--- config.mk ---
export PLATFORM = sky130hd
export DESIGN_NAME = crc_multi_engine
export DESIGN_NICKNAME = d
export VERILOG_FILES = /design/src/rtl/crc_pkg.sv /design/src/rtl/crc_byte_step.sv /design/src/rtl/crc_poly_bank.sv /design/src/rtl/crc_seq_ctrl.sv /design/src/rtl/crc_multi_engine.sv
export SDC_FILE = /design/constraint.sdc
export NUM_CORES = 1
export LEC_CHECK = 0
export BUFFER_PORTS_ARGS = -buffer_cell sky130_fd_sc_hd__buf_2
export CELL_PAD_IN_SITES_DETAIL_PLACEMENT = 0
export CELL_PAD_IN_SITES_GLOBAL_PLACEMENT = 2
export CORE_ASPECT_RATIO = 0.7
export CORE_MARGIN = 2
export CORE_UTILIZATION = 38
export CTS_CLUSTER_SIZE = 30
export DETAILED_ROUTE_END_ITERATION = 8
export GPL_ROUTABILITY_DRIVEN = 0
export PLACE_DENSITY_LB_ADDON = 0.1
export SYNTH_ARGS = -nofsm -noshare
export SYNTH_HDL_FRONTEND = slang
export SYNTH_SLANG_ARGS = --single-unit
--- constraint.sdc ---
create_clock -name clk -period 5 [get_ports clk]
set_input_delay 0.75 -clock clk [delete_from_list [all_inputs] [get_ports clk]]
set_output_delay 0.75 -clock clk [all_outputs]
set_load 0.03 [all_outputs]
--- src/rtl/crc_pkg.sv ---
package crc_pkg;
  localparam int unsigned BYTE_W   = 8;
  localparam int unsigned CRC_W    = 16;
  localparam int unsigned NUM_POLY = 3;
  localparam int unsigned SEL_W    = 2;
  localparam int unsigned NUM_LANE = NUM_POLY * 2;

  typedef logic [CRC_W-1:0]  crc_t;
  typedef logic [BYTE_W-1:0] byte_t;
  typedef logic [SEL_W-1:0]  sel_t;

  // width of the generator for each lane index
  function automatic int unsigned poly_width(int unsigned idx);
    return (idx == 0) ? 8 : 16;
  endfunction

  // generator in top-bit-first form, leading term implied
  function automatic crc_t poly_value(int unsigned idx);
    case (idx)
      0:       return 16'h0007;
      1:       return 16'h8005;
      default: return 16'h1021;
    endcase
  endfunction

  // mirror the low w bits of v
  function automatic crc_t mirror(crc_t v, int unsigned w);
    crc_t r;
    r = '0;
    for (int unsigned i = 0; i < w; i++) r[w-1-i] = v[i];
    return r;
  endfunction

  // reserved select code folds onto the 8-bit generator
  function automatic sel_t lane_of(sel_t sel);
    return (sel == sel_t'(3)) ? sel_t'(0) : sel;
  endfunction
endpackage

--- src/rtl/crc_byte_step.sv ---
module crc_byte_step
  import crc_pkg::*;
#(
  parameter int unsigned WIDTH     = 16,
  parameter crc_t        POLY      = 16'h1021,
  parameter bit          LSB_FIRST = 1'b0
) (
  input  byte_t            data_i,
  input  logic [WIDTH-1:0] crc_i,
  output logic [WIDTH-1:0] crc_o
);
  localparam logic [WIDTH-1:0] TAPS = POLY[WIDTH-1:0];

  logic [WIDTH-1:0] stage [BYTE_W+1];
  assign stage[0] = crc_i;

  for (genvar k = 0; k < BYTE_W; k++) begin : g_bit
    logic din, fb;
    if (LSB_FIRST) begin : g_right
      assign din = data_i[k];
      assign fb  = stage[k][0] ^ din;
      assign stage[k+1] = (stage[k] >> 1) ^ ({WIDTH{fb}} & TAPS);
    end else begin : g_left
      assign din = data_i[BYTE_W-1-k];
      assign fb  = stage[k][WIDTH-1] ^ din;
      assign stage[k+1] = (stage[k] << 1) ^ ({WIDTH{fb}} & TAPS);
    end
  end

  assign crc_o = stage[BYTE_W];
endmodule

--- src/rtl/crc_poly_bank.sv ---
module crc_poly_bank
  import crc_pkg::*;
(
  input  crc_t  crc_i,
  input  byte_t data_i,
  input  sel_t  lane_i,
  input  logic  lsb_i,
  output crc_t  next_o
);
  crc_t cand [NUM_LANE];

  for (genvar p = 0; p < NUM_POLY; p++) begin : g_poly
    localparam int unsigned W = poly_width(p);
    for (genvar o = 0; o < 2; o++) begin : g_ord
      localparam crc_t TAPS = (o == 1) ? mirror(poly_value(p), W) : poly_value(p);
      logic [W-1:0] step_out;
      crc_byte_step #(
        .WIDTH    (W),
        .POLY     (TAPS),
        .LSB_FIRST(o == 1)
      ) u_step (
        .data_i(data_i),
        .crc_i (crc_i[W-1:0]),
        .crc_o (step_out)
      );
      assign cand[p*2+o] = crc_t'(step_out);
    end
  end

  always_comb begin
    next_o = '0;
    for (int unsigned i = 0; i < NUM_LANE; i++) begin
      if ((32'(lane_i) * 2 + 32'(lsb_i)) == i) next_o = cand[i];
    end
  end
endmodule

--- src/rtl/crc_seq_ctrl.sv ---
module crc_seq_ctrl
  import crc_pkg::*;
(
  input  logic clk,
  input  logic rst_n,
  input  sel_t sel_i,
  input  logic clear_i,
  input  logic valid_i,
  output sel_t lane_o,
  output logic flush_o,
  output logic load_o
);
  sel_t sel_q, sel_d;

  assign sel_d   = sel_i;
  assign flush_o = clear_i | (sel_i != sel_q);
  assign load_o  = valid_i & ~flush_o;
  assign lane_o  = lane_of(sel_i);

  always_ff @(posedge clk or negedge rst_n) begin
    if (!rst_n) sel_q <= '0;
    else        sel_q <= sel_d;
  end
endmodule

--- src/rtl/crc_multi_engine.sv ---
module crc_multi_engine
  import crc_pkg::*;
(
  input  logic        clk,
  input  logic        rst_n,
  input  logic [7:0]  byte_i,
  input  logic        byte_vld_i,
  input  logic [1:0]  poly_sel_i,
  input  logic        lsb_first_i,
  input  logic        clear_i,
  output logic [15:0] crc_o
);
  crc_t crc_q, crc_d, bank_next;
  sel_t lane;
  logic flush, load, crc_en;

  crc_seq_ctrl u_ctrl (
    .clk    (clk),
    .rst_n  (rst_n),
    .sel_i  (poly_sel_i),
    .clear_i(clear_i),
    .valid_i(byte_vld_i),
    .lane_o (lane),
    .flush_o(flush),
    .load_o (load)
  );

  crc_poly_bank u_bank (
    .crc_i (crc_q),
    .data_i(byte_i),
    .lane_i(lane),
    .lsb_i (lsb_first_i),
    .next_o(bank_next)
  );

  assign crc_en = flush | load;

  always_comb begin
    if (flush) crc_d = '0;
    else       crc_d = bank_next;
  end

  always_ff @(posedge clk or negedge rst_n) begin
    if (!rst_n)      crc_q <= '0;
    else if (crc_en) crc_q <= crc_d;
  end

  assign crc_o = crc_q;
endmodule

==> results.json <==
{
  "status": "finished, final reports clean",
  "place_hpwl_mm": 5.74,
  "grt_use_total": 0.240,
  "crit_arrival_ns": 2.87,
  "core_um2": 6160,
  "fmax_mhz": 374,
  "ant_nets": 0,
  "finClkSkew_ns": 0.00235,
  "drt_iter0_drc": 210,
  "netlist_instances": 278,
  "ctsResizeCount": 0,
  "grt.busiest_layer": "met1",
  "clk_pin_slew_ns": 0.08,
  "path_cells": "buf_2, xnor2_1, xnor3_1, xor2_1, o22ai_1, a211o_1, o21ai_1",
  "fp.dieArea_um2": 6950,
  "cts_made_buffers": 3,
  "synthTopCellsByArea": "dfrtp_1, xnor2_1, xor2_1",
  "clock_latency_ns": 0.26,
  "clkPwrFrac": 0.186,
  "crit_buf_inv": 1,
  "routed_via_density": 5.74,
  "ir_worst_vdd_mv": 0.100,
  "synth_warnings": 0,
  "relSlewSlack": 0.395,
  "power.leakage_nw": 1.07,
  "ys_seq_elements": 18,
  "postCtsHoldBufs": 0,
  "synth_commonest_cells": "xnor2_1, nand2_1, clkbuf_1",
  "stdcell_count": 375,
  "p_sw_mw": 0.250,
  "cp_slowest_cell": "xnor2_1",
  "synth.largest_area_cell": "dfrtp_1",
  "seq_power_share": 0.270,
  "cpLargestDelayFamily": "XOR/XNOR gates",
  "first_global_vias": 2096,
  "first_pass_iters": 4,
  "die_w_um": 98.8,
  "ys_types": 49,
  "yosys_most_used_dff": "dfrtp_1",
  "antenna_found_initial": 0,
  "p_int_mw": 0.338,
  "synth_top_area_share": 0.188,
  "regArea_um2": 450,
  "netlist_area_um2": 2390,
  "vias": 2151,
  "drive_gt1_frac": 0.178,
  "design.portCount": 31,
  "crit_type": "in2reg",
  "synth_nets": 293,
  "syn_to_final_growth_pct": 11.0,
  "fin_crit_ns": 2.68,
  "multi_input_area_um2": 1870,
  "synth-edff-count": 0,
  "grt_overflow_total": 0,
  "gr-usage-met3": 0.0450,
  "grt_pass1_wl_mm": 12.7,
  "wire_per_inst_um": 21.1,
  "post-place-cells": 372,
  "syn_area_per_cell_um2": 8.60,
  "netSwitchingFraction": 0.425,
  "layout.nets": 314,
  "combPwrFrac": 0.544,
  "fin_crit_sh": 0.535,
  "fillers": 618,
  "hold_viol": 0,
  "power.total_mw": 0.588,
  "htreeDepth": 1,
  "critPathLaunchType": "input pin",
  "finalMaxSlewViolations": 0,
  "use_met2": 0.324,
  "start_util": 0.388,
  "postCtsSetupRepairBufs": 0,
  "synth_most_common_cell": "xnor2_1",
  "clockBufferDepth": 2,
  "tns_ns": 0,
  "rsz0062_at_grt": "no",
  "synth-async-reset-ratio": 1.00,
  "die_h_um": 70.4,
  "synth-seq-area-share": 0.188,
  "max_stage_delay_ns": 0.57,
  "grt_max_degree": 42,
  "rows": 24,
  "drt-total-wl_mm": 7.89,
  "clock_tree.root_cell": "clkbuf_8",
  "cts_tree": "built",
  "hold_path.class": "in2async",
  "p_per_area_nw_per_um2": 221,
  "critPathRequiredTime_ns": 5.19,
  "endpoint_kind": "flop",
  "cap_violations": 0,
  "met1_usage": 0.382,
  "antennaDiodeCount": 0,
  "clock_sinks": 18,
  "setup_violations": 0,
  "crit_fanout": 5,
  "io_buffers": 30,
  "worstMarginPinSlew_ns": 0.901,
  "drc": 0
}
## power groups by stage
stage / combinational (mW) / clock [mW] / sequential, mW
2_1_floorplan: 0.232 / 0 / 0.166
3_3_place_gp: 0.320 / 0 / 0.162
3_5_place_dp: 0.314 / 0 / 0.161
4_1_cts: 0.316 / 0.115 / 0.159
5_1_grt: 0.345 / 0.122 / 0.160
6_report: 0.320 / 0.109 / 0.159
## stage by stage
| step | worst slack [ns] | utilization | instance area, µm² | hold slack [ns] |
|---|---|---|---|---|
| detailed placement | 2.10 | 0.424 | 2610 | 0.599 |
| global route | 2.21 | 0.431 | 2650 | 0.480 |
| floorplan | 2.50 | - | 2390 | 0.454 |
| global placement | 2.12 | 0.424 | 2610 | 0.588 |
| CTS | 2.37 | 0.431 | 2650 | 0.462 |
| finish | 2.32 | 0.431 | 2650 | 0.453 |
## cell families (layout without fill, tap and decap cells)
family                    after synthesis  after routing  share of synthesized area
AOI/OAI and AO/OA                      81             81                      0.235
and+or+nand+nor                        72             72                      0.139
DFF                                    18             18                      0.188
buffers and inverters                  21             40                     0.0335
muxes                                   4              4                     0.0167
xor gates and xnor gates               82             82                      0.387
## layout by cell type (no fill, tap or decap), types with 2 or more instances in the layout
cell type  netlist  routed
a211o_1          4       4
a211oi_1         8       8
a21oi_1         15      15
a221o_1          2       2
a221oi_1         2       2
a222oi_1         2       2
a22o_1           4       4
a22oi_1          4       4
buf_2            0      30
buf_4            0       6
clkbuf_8         0       3
dfrtp_1         18      18
mux2i_1          4       4
nand2_1         32      32
nand2b_1         3       3
nor2_1          17      17
nor2b_1          3       3
nor3_1           5       4
nor3b_1          2       2
o211ai_1         2       2
o21a_1           2       2
o21ai_0         14      14
o221ai_1         3       3
o22ai_1          5       5
o31ai_1          6       6
xnor2_1         47      47
xnor2_2          7       7
xnor2_4          3       3
xnor3_1          6       6
xor2_1          17      17
xor2_2           2       2
## worst reg2reg max path: stages (launching register included)
cell and delay [ns]:
dfrtp_1 0.45, xnor2_1 0.61, xnor3_1 0.51, xor2_1 0.36
o22ai_1 0.15, a211o_1 0.28, o21ai_1 0.13
## routing by layer
metal  share of wire  wire length (µm)
met1            0.49              3860
met2            0.41              3200
met3           0.095               746
met4           0.011                85
met5               0                 0
## flip-flops by register name (all words and copies together), names as in the netlist
name	cells
u_ctrl.sel_q	2
crc_o	16
## area by class of cell
class	count	area share
clock buffers	3	0.0156
multi-input cells	239	0.703
repair buffers	36	0.0736
inverters	1	0.00141
well taps	78	0.0368
flip-flops and latches	18	0.170
## path summary, 6_finish.rpt
path | to | cells past startpoint | from | slack (ns)
worst max register to register | crc_o[0] | 6 | crc_o[3] | 2.45
worst min register to register | crc_o[9] | 2 | crc_o[9] | 0.61
worst max-delay path | crc_o[0] | 7 | byte_i[3] | 2.32
min in group clk | crc_o[9] | 2 | crc_o[9] | 0.61
worst min-delay path | u_ctrl.sel_q[0] | 1 | rst_n | 0.45
max in group asynchronous | crc_o[0] | 1 | rst_n | 4.20
No activity file was read; power rests on OpenSTA's default activity.
